==> src/rtl/dmul_pkg.sv <==
package dmul_pkg;

  typedef logic [3:0] dig_t;

  // BCD digit -> (4221), canonical form
  function automatic dig_t bcd_to_c4221(input dig_t b);
    return {b[3] | b[2], b[3], b[3] | b[1], b[0]};
  endfunction

  // BCD digit -> (5421), unique mapping
  function automatic dig_t bcd_to_c5421(input dig_t b);
    return (b > 4'd4) ? {1'b1, 3'(b - 4'd5)} : b;
  endfunction

  // Weighted value of a (4221) digit
  function automatic logic [3:0] val_c4221(input dig_t c);
    return 4'({c[3], 2'b00}) + 4'({c[2], 1'b0}) + 4'({c[1], 1'b0}) + 4'(c[0]);
  endfunction

  // Value 0..9 -> non-redundant (5211) subset
  function automatic dig_t val_to_c5211(input logic [3:0] v);
    dig_t r;
    case (v)
      4'd0: r = 4'b0000;
      4'd1: r = 4'b0001;
      4'd2: r = 4'b0100;
      4'd3: r = 4'b0101;
      4'd4: r = 4'b0111;
      4'd5: r = 4'b1000;
      4'd6: r = 4'b1001;
      4'd7: r = 4'b1100;
      4'd8: r = 4'b1101;
      default: r = 4'b1111;
    endcase
    return r;
  endfunction

  function automatic dig_t c4221_to_c5211(input dig_t c);
    return val_to_c5211(val_c4221(c));
  endfunction

  // (5211) -> (4221) with one full adder over the three odd-weight bits:
  // 5z3+2z2+z1+z0 = 4z3 + 2z2 + (z3+z1+z0) = 4z3 + 2z2 + 2cy + sm
  function automatic dig_t c5211_to_c4221(input dig_t z);
    logic sm, cy;
    sm = z[3] ^ z[1] ^ z[0];
    cy = (z[3] & z[1]) | (z[3] & z[0]) | (z[1] & z[0]);
    return {z[3], z[2], cy, sm};
  endfunction

endpackage

==> src/rtl/dmul_x2_bcd.sv <==
// Doubles a BCD word without carry propagation: (5421) recode + 1-bit shift.
module dmul_x2_bcd
  import dmul_pkg::*;
#(
  parameter int DIGITS = 8
) (
  input  logic [4*DIGITS-1:0] x_bcd,
  output logic [4*DIGITS-1:0] dbl_bcd,
  output logic                dbl_top
);
  localparam int W = 4 * DIGITS;

  logic [W-1:0] v5421;

  for (genvar i = 0; i < DIGITS; i++) begin : g_rec
    assign v5421[4*i +: 4] = bcd_to_c5421(x_bcd[4*i +: 4]);
  end

  // The weight-5 bit of each digit lands as the weight-1 bit one digit up.
  assign dbl_bcd = {v5421[W-2:0], 1'b0};
  assign dbl_top = v5421[W-1];
endmodule

==> src/rtl/dmul_x2_4221.sv <==
// Doubles a (4221) word without carry propagation: (5211) recode + 1-bit shift.
module dmul_x2_4221
  import dmul_pkg::*;
#(
  parameter int DIGITS = 8
) (
  input  logic [4*DIGITS-1:0] in_4221,
  output logic [4*DIGITS-1:0] dbl_4221,
  output logic                dbl_top
);
  localparam int W = 4 * DIGITS;

  logic [W-1:0] v5211;

  for (genvar i = 0; i < DIGITS; i++) begin : g_rec
    assign v5211[4*i +: 4] = c4221_to_c5211(in_4221[4*i +: 4]);
  end

  assign dbl_4221 = {v5211[W-2:0], 1'b0};
  assign dbl_top  = v5211[W-1];
endmodule

==> src/rtl/dmul_x5.sv <==
// Quintuples a (4221) word: 3-bit shift gives (5211) digits, then recode.
module dmul_x5
  import dmul_pkg::*;
#(
  parameter int DIGITS = 8
) (
  input  logic [4*DIGITS-1:0]     x_4221,
  output logic [4*(DIGITS+1)-1:0] q_4221
);
  localparam int OD = DIGITS + 1;

  logic [4*OD-1:0] v5211;

  assign v5211 = {1'b0, x_4221, 3'b000};

  for (genvar i = 0; i < OD; i++) begin : g_rec
    assign q_4221[4*i +: 4] = c5211_to_c4221(v5211[4*i +: 4]);
  end
endmodule

==> src/rtl/dmul_bcd_add.sv <==
// Ripple BCD adder, one digit cell per position.
module dmul_bcd_add #(
  parameter int DIGITS = 8
) (
  input  logic [4*DIGITS-1:0] a_bcd,
  input  logic [4*DIGITS-1:0] b_bcd,
  output logic [4*DIGITS-1:0] s_bcd,
  output logic                cout
);
  logic [DIGITS:0] cy;

  assign cy[0] = 1'b0;

  for (genvar i = 0; i < DIGITS; i++) begin : g_cell
    logic [4:0] raw;
    logic [3:0] fix;
    logic       over;
    assign raw  = {1'b0, a_bcd[4*i +: 4]} + {1'b0, b_bcd[4*i +: 4]} + {4'b0000, cy[i]};
    assign over = (raw > 5'd9);
    assign fix  = raw[3:0] + 4'd6;
    assign s_bcd[4*i +: 4] = over ? fix : raw[3:0];
    assign cy[i+1] = over;
  end

  assign cout = cy[DIGITS];
endmodule

==> src/rtl/dmul_multiples.sv <==
module dmul_multiples
  import dmul_pkg::*;
#(
  parameter int DIGITS = 8
) (
  input  logic                    clk,
  input  logic                    rst,
  input  logic [4*DIGITS-1:0]     x_bcd,
  output logic [4*(DIGITS+1)-1:0] m1_o,
  output logic [4*(DIGITS+1)-1:0] m2_o,
  output logic [4*(DIGITS+1)-1:0] m3_o,
  output logic [4*(DIGITS+1)-1:0] m4_o,
  output logic [4*(DIGITS+1)-1:0] m5_o
);
  localparam int XW = 4 * DIGITS;
  localparam int OD = DIGITS + 1;
  localparam int MW = 4 * OD;

  // 1X
  logic [XW-1:0] x_4221;
  for (genvar i = 0; i < DIGITS; i++) begin : g_x1
    assign x_4221[4*i +: 4] = bcd_to_c4221(x_bcd[4*i +: 4]);
  end
  logic [MW-1:0] m1_n;
  assign m1_n = {4'b0000, x_4221};

  // 2X
  logic [XW-1:0] dbl_bcd;
  logic          dbl_top;
  dmul_x2_bcd #(.DIGITS(DIGITS)) u_x2 (
    .x_bcd  (x_bcd),
    .dbl_bcd(dbl_bcd),
    .dbl_top(dbl_top)
  );
  logic [MW-1:0] m2_bcd, m2_n;
  assign m2_bcd = {3'b000, dbl_top, dbl_bcd};
  for (genvar i = 0; i < OD; i++) begin : g_x2
    assign m2_n[4*i +: 4] = bcd_to_c4221(m2_bcd[4*i +: 4]);
  end

  // 4X: double the low digits of 2X; the top 2X digit (0 or 1) doubles
  // into the weight-2 bit of the top digit.
  logic [XW-1:0] q_lo;
  logic          q_cy;
  dmul_x2_4221 #(.DIGITS(DIGITS)) u_x4 (
    .in_4221 (m2_n[XW-1:0]),
    .dbl_4221(q_lo),
    .dbl_top (q_cy)
  );
  logic [MW-1:0] m4_n;
  assign m4_n = {2'b00, m2_n[XW], q_cy, q_lo};

  // 3X = X + 2X, the only carry chain
  logic [XW-1:0] s3;
  logic          c3;
  dmul_bcd_add #(.DIGITS(DIGITS)) u_add (
    .a_bcd(x_bcd),
    .b_bcd(dbl_bcd),
    .s_bcd(s3),
    .cout (c3)
  );
  logic [MW-1:0] m3_bcd, m3_n;
  assign m3_bcd = {2'b00, dbl_top & c3, dbl_top ^ c3, s3};
  for (genvar i = 0; i < OD; i++) begin : g_x3
    assign m3_n[4*i +: 4] = bcd_to_c4221(m3_bcd[4*i +: 4]);
  end

  // 5X
  logic [MW-1:0] m5_n;
  dmul_x5 #(.DIGITS(DIGITS)) u_x5 (
    .x_4221(x_4221),
    .q_4221(m5_n)
  );

  always_ff @(posedge clk) begin
    if (rst) begin
      m1_o <= '0;
      m2_o <= '0;
      m3_o <= '0;
      m4_o <= '0;
      m5_o <= '0;
    end else begin
      m1_o <= m1_n;
      m2_o <= m2_n;
      m3_o <= m3_n;
      m4_o <= m4_n;
      m5_o <= m5_n;
    end
  end
endmodule

==> config.mk <==
export PLATFORM = sky130hd
export DESIGN_NAME = dmul_multiples
export DESIGN_NICKNAME = d
export VERILOG_FILES = /design/src/rtl/dmul_pkg.sv /design/src/rtl/dmul_x2_bcd.sv /design/src/rtl/dmul_x2_4221.sv /design/src/rtl/dmul_x5.sv /design/src/rtl/dmul_bcd_add.sv /design/src/rtl/dmul_multiples.sv
export SDC_FILE = /design/constraint.sdc
export NUM_CORES = 1
export LEC_CHECK = 0
export ABC_AREA = 1
export BUFFER_PORTS_ARGS = -buffer_cell sky130_fd_sc_hd__clkbuf_2
export CAP_MARGIN = 30
export CORE_MARGIN = 8
export CORE_UTILIZATION = 52
export CTS_CLUSTER_SIZE = 30
export DETAILED_ROUTE_END_ITERATION = 10
export GPL_TIMING_DRIVEN = 0
export PLACE_DENSITY = 0.85
export SETUP_SLACK_MARGIN = 0.02
export SYNTH_ARGS = -nofsm -noshare
export SYNTH_HDL_FRONTEND = slang
export SYNTH_SLANG_ARGS = --single-unit
==> constraint.sdc <==
create_clock -name clk -period 17.3 [get_ports clk]
set_clock_uncertainty 0.2 [all_clocks]
set_input_delay 0.865 -clock clk [delete_from_list [all_inputs] [get_ports clk]]
set_output_delay 0.865 -clock clk [all_outputs]
set_load 0.01 [all_outputs]
## Word-level counts from Yosys, hierarchy flattened

Memories as Yosys holds them, arrays and structs flattened. A register that Yosys moved wholly into a read port is not among the register bits.
Index checks and enable logic that the tools add are counted.

| word-level totals | value |
|---|---|
| output and inout port bits | 180 |
| register bits after elaboration | 180 |
| bits in latches | 0 |
| bits in read-only memories | 512 |
| input bits | 34 |
| bits in writable memories | 0 |
| memories kept | 8 |
| logic and storage cells | 205 |

| cells by class | value |
|---|---|
| eq/ne operators | 0 |
| shift operators | 0 |
| muxes and demuxes | 16 |
| magnitude comparators | 16 |
| add/sub/neg operators | 54 |
| bitwise logic cells | 101 |
| reduce and logical (&&, ||, !) cells | 0 |
| multipliers | 0 |
| divide/modulo/power cells | 0 |

Memories:

| memory | depth | bits a word | read ports | clocked after Yosys merged registers in | wr ports | RTL line | text |
|---|---|---|---|---|---|---|---|
| (name not given) | 16 | 4 | 1 | 1 | 0 | dmul_pkg.sv:23 | `case (v)` |
| (name not given) | 16 | 4 | 1 | 1 | 0 | dmul_pkg.sv:23 |  |
| (name not given) | 16 | 4 | 1 | 1 | 0 | dmul_pkg.sv:23 |  |
| (name not given) | 16 | 4 | 1 | 1 | 0 | dmul_pkg.sv:23 |  |
| (name not given) | 16 | 4 | 1 | 1 | 0 | dmul_pkg.sv:23 |  |
| (name not given) | 16 | 4 | 1 | 1 | 0 | dmul_pkg.sv:23 |  |
| +2 memories | -- | -- | -- | -- | -- | -- |  |

Operator list:

| cell | number |
|---|---|
| 2-to-1 mux 4 bit | 16 |
| OR 1 bit | 62 |
| adder 4 x 4 -> 5 bit | 8 |
| greater-than comparator 5 x 4 -> 1 bit (second input constant) | 8 |
| adder 5 x 1 -> 5 bit | 7 |
| adder 3 x 2 -> 4 bit | 8 |
| adder 4 x 2 -> 4 bit | 8 |
| adder 4 x 3 -> 4 bit (second input constant) | 8 |
| greater-than comparator 4 x 3 -> 1 bit (second input constant) | 8 |
| adder 4 x 1 -> 4 bit | 7 |
| subtractor 3 bit (second input constant) | 8 |
| AND 1 bit | 23 |
| XOR 1 bit | 16 |

## Depth between registers and ports, before layout

Gate-level depths: netlist of run 1.

| logic depth | value |
|---|---|
| word-level depth | 20 |
| mapped depth | 93 |

## By module

A second synthesis of run 1 with hierarchy kept.

| second synthesis, totals | value |
|---|---|
| cell total of the unflattened synthesis | 1375 |
| area total of the unflattened synthesis | 9704.3 µm² |

By module, submodules not included:

| module | times used | cells an instance | seq. area each (µm²) | area an instance (µm²) |
|---|---|---|---|---|
| dmul_multiples | 1 | 569 | 3363.2 | 5064.9 |
| dmul_bcd_add | 1 | 413 | 0.0 | 2378.5 |
| dmul_x2_4221 | 1 | 162 | 0.0 | 1002.2 |
| dmul_x2_bcd | 1 | 202 | 0.0 | 952.2 |
| dmul_x5 | 1 | 29 | 0.0 | 306.5 |

## Worst setup path after synthesis of run 1

No wires, ideal clock.

| timing path | value |
|---|---|
| path kind | input-to-reg |
| start point | input port x_bcd[0] |
| end point | register m3_o[32] |
| data arrival time | 13.714 ns |
| slack | 3.258 ns |
| buffers on the path | 0 |
| stages on the path | 72 |
| cells stage by stage | inv_1 -> ha_1 -> nor2_1 -> nor2_4 -> xor2_1 -> ha_1 -> inv_1 -> fa_1 -> ha_1 -> nand2_1 -> nand2_1 -> nand3_2 -> nand2_2 -> fa_1 -> inv_1 -> fa_1 -> ha_1 -> a21boi_0 -> [... 36 more ...] -> inv_1 -> fa_1 -> ha_1 -> a21boi_0 -> a21oi_1 -> nand2_1 -> nand2_2 -> fa_1 -> inv_1 -> fa_1 -> ha_1 -> a21boi_0 -> a21oi_1 -> nand2_1 -> nand2_2 -> ha_1 -> inv_1 -> nor2_1 |

| between the ends | value |
|---|---|
| cells in the longest elaborated chain, start to end | 19 |

RTL lines:

| what | RTL line | text |
|---|---|---|
| start: declaration | dmul_multiples.sv:8 | `input logic [4*DIGITS-1:0] x_bcd,` |
| greater-than comparator 4 x 3 -> 1 bit / subtractor 3 bit (equally long branches) | dmul_pkg.sv:12 | `return (b > 4'd4) ? {1'b1, 3'(b - 4'd5)} : b;` |
| 2-to-1 mux 4 bit | dmul_pkg.sv:12 |  |
| adder 4 x 4 -> 5 bit | dmul_bcd_add.sv:18 | `assign raw = {1'b0, a_bcd[4*i +: 4]} + {1'b0, b_bcd[4*i +: 4]} + {4'b0000, cy[i]};` |
| greater-than comparator 5 x 4 -> 1 bit | dmul_bcd_add.sv:19 | `assign over = (raw > 5'd9);` |
| adder 5 x 1 -> 5 bit (*) | dmul_bcd_add.sv:18 |  |
| greater-than comparator 5 x 4 -> 1 bit (*) | dmul_bcd_add.sv:19 |  |
| adder 5 x 1 -> 5 bit (*) | dmul_bcd_add.sv:18 |  |
| greater-than comparator 5 x 4 -> 1 bit (*) | dmul_bcd_add.sv:19 |  |
| [... 4 more ...] | -- |  |
| adder 5 x 1 -> 5 bit (*) | dmul_bcd_add.sv:18 |  |
| greater-than comparator 5 x 4 -> 1 bit (*) | dmul_bcd_add.sv:19 |  |
| adder 5 x 1 -> 5 bit (*) | dmul_bcd_add.sv:18 |  |
| greater-than comparator 5 x 4 -> 1 bit (*) | dmul_bcd_add.sv:19 |  |
| adder 5 x 1 -> 5 bit (*) | dmul_bcd_add.sv:18 |  |
| greater-than comparator 5 x 4 -> 1 bit (*) | dmul_bcd_add.sv:19 |  |
| XOR 1 bit (*) | dmul_multiples.sv:63 | `assign m3_bcd = {2'b00, dbl_top & c3, dbl_top ^ c3, s3};` |
| net m3_bcd[32] | dmul_multiples.sv:62 | `logic [MW-1:0] m3_bcd, m3_n;` |
| end signal: assignment | dmul_multiples.sv:85 | `m3_o <= m3_n;` |
| end: declaration | dmul_multiples.sv:11 | `output logic [4*(DIGITS+1)-1:0] m3_o,` |

The timed path passes the listed nets; every way through them passes the cells marked *.
A chain may end at the register's enable or synchronous reset.

## Worst setup path after layout of run 1

Ends and elaborated chain as after synthesis.

==> results.rst, run 1 <==
.. list-table::
   :header-rows: 1

   * - Metric
     - Value
   * - Maximum clock rate
     - 65.31 MHz
   * - Number of antenna violations at the first check in global routing
     - 0
   * - Minimum clock period after layout
     - 15310 ps
   * - Layout cell share with drive strength beyond 1
     - 26.01%
   * - Number of hold violations in the final report
     - 0
   * - Routed via count divided by cell count
     - 4.877
   * - Top-count cell post-synth
     - nand2_1
   * - Buf/Inv on CP
     - 13
   * - Setup TNS after final layout
     - 0 ps
   * - Area of the die
     - 18070 um2
   * - Netlist Area Pre-Place
     - 7292 um2
   * - TritonRoute pass-1 iters
     - 5
   * - Routed wirelength normalized by instance count
     - 14.51 um
   * - Count of yosys warnings during synthesis
     - 0
   * - Final core utilization
     - 66.68%
   * - Total Power Consumption
     - 1.155 mW
   * - Number of library cell types mapped by synthesis
     - 34
   * - Final Slew Violations
     - 0
   * - Number of H-tree branching levels
     - 4
   * - Inserted Clock Buffers
     - 17
   * - Largest fanout on the critical path
     - 5
   * - Largest net degree at the start of global routing
     - 17
   * - Cell at the root of the clock tree
     - clkbuf_16
   * - Syn-to-layout area delta
     - 25.94%
   * - Routability cong.
     - 0.8608
   * - Post-synthesis register bit count
     - 145
   * - Number of setup buffers added after CTS
     - 0
   * - Number of input and output port buffers inserted
     - 197
   * - Leftover overflow at the end of global routing
     - 0
   * - Data required time of the critical path
     - 17380 ps
   * - Post-synth EDFFs
     - 0
   * - Floorplan die width
     - 134.4 um
   * - Wire length of the first global-routing pass
     - 31.35 mm
   * - WP data arrival
     - 15390 ps
   * - DRT Wirelength
     - 19.51 mm
   * - Static Leakage
     - 5.229 nW
   * - CP max stage cell
     - fa_1
   * - Status
     - finished clean
   * - Number of global-route vias before repair
     - 6498
   * - Kind of critical path
     - primary input to flip-flop
   * - Hold Path Class
     - primary input to flip-flop
   * - Most numerous cell on the critical path
     - fa_1
   * - Number of hold-repair buffers added at the cts stage
     - 0
   * - Synth cell count leaders
     - nand2_1, inv_1, dfxtp_1, nor2_1, ha_1
   * - DR DRC count
     - 0
   * - Synthesized area per cell
     - 7.917 um2
   * - Final HPWL from detailed placement
     - 15.29 mm
   * - Cell family with the largest share of critical-path delay
     - adder cells
   * - Post-synthesis sequential area ratio
     - 39.81%
   * - RSZ-0062 raised after global routing
     - no
   * - Maximum buffer depth of the clock tree
     - 2
   * - Y dimension of the die
     - 134.4 um
   * - Sink Count
     - 145
   * - Drt initial violations
     - 522
   * - Core Rows
     - 43
   * - P per Cell Area
     - 125.8 nW/um2
   * - Number of top-level pins
     - 214
   * - Delay of the slowest cell on the worst path
     - 510 ps
   * - Final Setup Violations
     - 0
   * - Post-synth top flop
     - dfxtp_1
   * - Startpoint type of the worst setup path
     - primary input
   * - Global-route usage over all layers
     - 21.89%
   * - Pin slew with the least headroom to its limit
     - 841.5 ps
   * - Antenna diode count
     - 0
   * - Library cell with the largest summed area after synthesis
     - dfxtp_1
   * - Share of the clock period used by the worst path
     - 88.50%
   * - Clk pin slew, worst setup/hold paths
     - 60 ps
   * - Final-stage net count
     - 1269
   * - Fraction of synthesized cell area taken by the top area cell type
     - 39.81%
   * - Worst voltage drop across the vdd grid
     - 56.88 uV
   * - Kind of capture point of the worst setup path
     - flip-flop
   * - Initial core utilization
     - 52.94%
   * - Post-detailed-route count of antenna-violating nets
     - 0
   * - Relative slew slack
     - 43.90%
   * - Post-synth ARST share
     - 0%
   * - Dominant cells by area after synthesis
     - dfxtp_1, ha_1, nand2_1
   * - Core box area
     - 13770 um2
   * - Post-Synthesis Cells
     - 921
   * - Max-capacitance violation count
     - 0
   * - Vias after detailed routing
     - 6560
   * - CTS resizes
     - 0
   * - Clock tree from TritonCTS
     - done
[routing by layer]
metal	GRT usage, %	part of all wire, %	vias to the layer above
met4	11.23	3.4	0
li1	-	-	3274
met5	0	0	-
met2	38.21	49	266
met3	6.731	9.0	49
met1	23.35	39	2971
[kinds of logic (layout without fill, tap and decap cells)]
group	count (synthesis)	count (layout)	synth area share, %
AO/OA/AOI/OAI	104	104	8.047
XOR/XNOR	12	12	2.059
adder cells (fa/ha/maj)	83	83	16.51
buffers and inverters	200	429	12.15
flip-flops	145	145	39.81
other	1	16	0.05143
AND/OR/NAND/NOR	376	376	21.38
[per-stage QoR]
stage / setup WS (ps) / area (um2) / std cells / hold WS, ps
2_1_floorplan: 3258 / 7348 / 936 / 744.3
3_3_place_gp: 2188 / 8559 / 1313 / 902.7
3_5_place_dp: 1787 / 8559 / 1313 / 911.0
4_1_cts: 2114 / 9184 / 1345 / 458.5
5_1_grt: 868.7 / 9184 / 1345 / 472.5
6_report: 1990 / 9184 / 1345 / 480.4
[cell usage in the layout, fill, tap and decap left out, types with 14 or more instances in the layout]
| cell | instances |
|---|---|
| buf_4 | 35 |
| clkbuf_16 | 17 |
| conb_1 | 16 |
| nand3_1 | 56 |
| nand2_1 | 172 |
| dfxtp_1 | 145 |
| a21oi_1 | 54 |
| nor2_1 | 126 |
| o21ai_0 | 24 |
| clkbuf_2 | 197 |
| nand2_2 | 14 |
| fa_1 | 22 |
| inv_1 | 147 |
| ha_1 | 61 |
[final timing paths]
kind                      start        to  slack, ps  cells past startpoint
worst min-delay path  x_bcd[31]  m5_o[32]        480                      2
worst max-delay path   x_bcd[0]  m3_o[32]       1990                     79
[sequential cells by signal, summed over array words and instances, names as in the netlist]
register and flops:
m3_o 33, m4_o 33, m1_o 32, m2_o 31, m5_o 16
[area by class of cell]
type	instances	area, um2
plain buffers	49	319.1
clock buffers	20	466.7
clock inverters	12	157.7
fillers	1094	4589
inverters	151	566.8
multi-input cells	591	3560
flip-flops and latches	145	2903
well taps	180	225.2
repair buffers	197	985.9
[report_power, final]
| group | switching, mW | internal [mW] | leakage [nW] |
|---|---|---|---|
| sequential | 0.0159 | 0.386 | 1.21 |
| combinational | 0.231 | 0.142 | 3.72 |
| clock | 0.142 | 0.238 | 0.298 |
Power figures use the tool's default switching activity.
==> inputs of run 2 (changes only) <==
- CORE_UTILIZATION: 52 -> 56
- PLACE_DENSITY: 0.85 -> 0.9
- clock period: 17.3 -> 18.8 ns (I/O delays scaled with it)
==> run 2 against run 1 <==
  * Sequential power shrank 8.0%
  * Clock power fell by 19%
  * Critical path depth is 3 higher
  * Via count rose by 1.3%
  * Worst setup slack improved by 1400 ps
  * Sequential share of layout area is 0.36 points higher
  * Highest routed layer unchanged
==> results.rst, run 2 (same netlist as run 1, synthesis figures left out) <==
.. list-table::
   :header-rows: 1

   * - Metric
     - Value
   * - Max-capacitance violation count
     - 0
   * - Minimum clock period after layout
     - 15460 ps
   * - Antenna diode count
     - 0
   * - Final HPWL from detailed placement
     - 15.27 mm
   * - Routed via count divided by cell count
     - 4.972
   * - Count of cells along the worst hold path
     - 2
   * - Worst slack, placed
     - 3180 ps
   * - Routed wirelength normalized by instance count
     - 15.09 um
   * - Final-stage net count
     - 1269
   * - Clk pin slew, worst setup/hold paths
     - 50 ps
   * - Leftover overflow at the end of global routing
     - 0
   * - Kind of critical path
     - primary input to flip-flop
   * - Number of antenna violations at the first check in global routing
     - 0
   * - Pin slew with the least headroom to its limit
     - 818.2 ps
   * - Setup TNS after final layout
     - 0 ps
   * - DRT Wirelength
     - 20.16 mm
   * - Proportion of total power due to net switching
     - 34.37%
   * - Final Setup Violations
     - 0
   * - Power share of the clock group
     - 30.0%
   * - Sink Count
     - 145
   * - Sequential fraction of design power
     - 36.1%
   * - Register area
     - 2903 um2
   * - Core Rows
     - 41
   * - Vias after detailed routing
     - 6643
   * - Wire length of the first global-routing pass
     - 31.16 mm
   * - Static Leakage
     - 5.199 nW
   * - Final Slew Violations
     - 0
   * - Cell at the root of the clock tree
     - clkbuf_16
   * - Placement Cell Area
     - 8549 um2
   * - Global-route usage over all layers
     - 23.85%
   * - Delay of the slowest cell on the worst path
     - 570 ps
   * - Min setup slack post-route
     - 3345 ps
   * - Worst voltage drop across the vdd grid
     - 70.62 uV
   * - Kind of capture point of the worst setup path
     - flip-flop
   * - TritonRoute pass-1 iters
     - 5
   * - DR DRC count
     - 0
   * - Final instance area
     - 9081 um2
   * - Relative slew slack
     - 45.45%
   * - RSZ-0062 raised after global routing
     - no
   * - Routability cong.
     - 0.8917
   * - Largest net degree at the start of global routing
     - 17
   * - Startpoint type of the worst setup path
     - primary input
   * - Initial core utilization
     - 57.55%
   * - P per Cell Area
     - 112.8 nW/um2
   * - Number of input and output port buffers inserted
     - 197
   * - Final core utilization
     - 71.67%
   * - Net Sw Power
     - 352.2 uW
   * - Maximum clock rate
     - 64.70 MHz
   * - Commonest non-fill, non-tap cells in the layout
     - clkbuf_2, nand2_1, inv_1
   * - CTS resizes
     - 0
   * - Y dimension of the die
     - 130.1 um
   * - Drt initial violations
     - 502
   * - Fill cell total of the finished layout
     - 941
   * - Floorplan die width
     - 130.1 um
   * - Maximum buffer depth of the clock tree
     - 2
   * - Clock tree from TritonCTS
     - done
   * - Share of power burned in combinational logic
     - 33.9%
   * - Number of global-route vias before repair
     - 6530
   * - CP max stage cell
     - fa_1
   * - Post-detailed-route count of antenna-violating nets
     - 0
   * - Layout cell share with drive strength beyond 1
     - 25.52%
   * - Power Internal
     - 672.5 uW
   * - Number of top-level pins
     - 214
   * - Most common cell after layout, fill and taps aside
     - clkbuf_2
   * - WP data arrival
     - 15540 ps
   * - Biggest regs
     - m3_o x33, m4_o x33, m1_o x32
   * - Inserted Clock Buffers
     - 17
   * - Hold Path Class
     - primary input to flip-flop
   * - Syn-to-layout area delta
     - 24.54%
   * - Number of hold-repair buffers added at the cts stage
     - 0
   * - Area of the die
     - 16930 um2
   * - Number of setup buffers added after CTS
     - 0
   * - Number of hold violations in the final report
     - 0
   * - Area of combinational cells with multiple inputs
     - 3560 um2
   * - Number of H-tree branching levels
     - 4
   * - Core box area
     - 12670 um2
   * - Status
     - finished clean
   * - Data required time of the critical path
     - 18890 ps
   * - Largest fanout on the critical path
     - 5
   * - Share of the clock period used by the worst path
     - 82.21%
-- run 2: cell types whose count changed in the layout (fill, tap and decap cells not counted) --
cell,previous run,this run
clkinv_2,2,6
clkbuf_8,3,2
clkinvlp_4,3,0
bufinv_16,3,1
clkbuf_1,4,9
clkinv_4,4,0
-- run 2: metal layers --
metal,global-route usage (%),wire length [um],vias up
met2,42.75,10060,298
met1,25.96,7993,3026
li1,-,-,3272
met5,0,0,-
met3,5.141,1486,47
met4,12.30,622,0
-- run 2: worst paths after layout --
| kind | slack [ps] | endpoint | start |
|---|---|---|---|
| max | 3340 | m3_o[32] | x_bcd[0] |
| min | 540 | m5_o[32] | x_bcd[31] |
-- run 2: critical path: cells and delay by family --
family | cells | cell delay [ps]
adders and majority gates | 26 | 8620
and+or+nand+nor | 27 | 2830
AOI/OAI and AO/OA | 14 | 1760
buffers and inverters | 14 | 1080
xor gates and xnor gates | 1 | 280
-- run 2: area by class of cell --
cell class	instances	area share, %
clock inverter	7	0.6613
inverter	151	6.241
sequential	145	31.96
timing repair buffer	197	10.86
clock buffer	24	5.194
tap	172	2.370
multi-input combinational	591	39.20
buffer	49	3.513
-- run 2: power by group through the flow --
stage	logic (mW)	registers (mW)	clock network (mW)
floorplan	0.206	0.399	0
global placement	0.329	0.374	0
detailed placement	0.340	0.376	0
CTS	0.346	0.370	0.310
global route	0.389	0.374	0.325
finish	0.347	0.370	0.307
-- run 2: per-stage QoR --
step / total power [mW] / hold slack (ps) / instances
floorplan: 0.6048 / 819.3 / 936
global placement: 0.7032 / 971.1 / 1305
detailed placement: 0.7166 / 965.8 / 1305
CTS: 1.027 / 524.4 / 1336
global route: 1.088 / 553.0 / 1336
finish: 1.025 / 541.0 / 1336
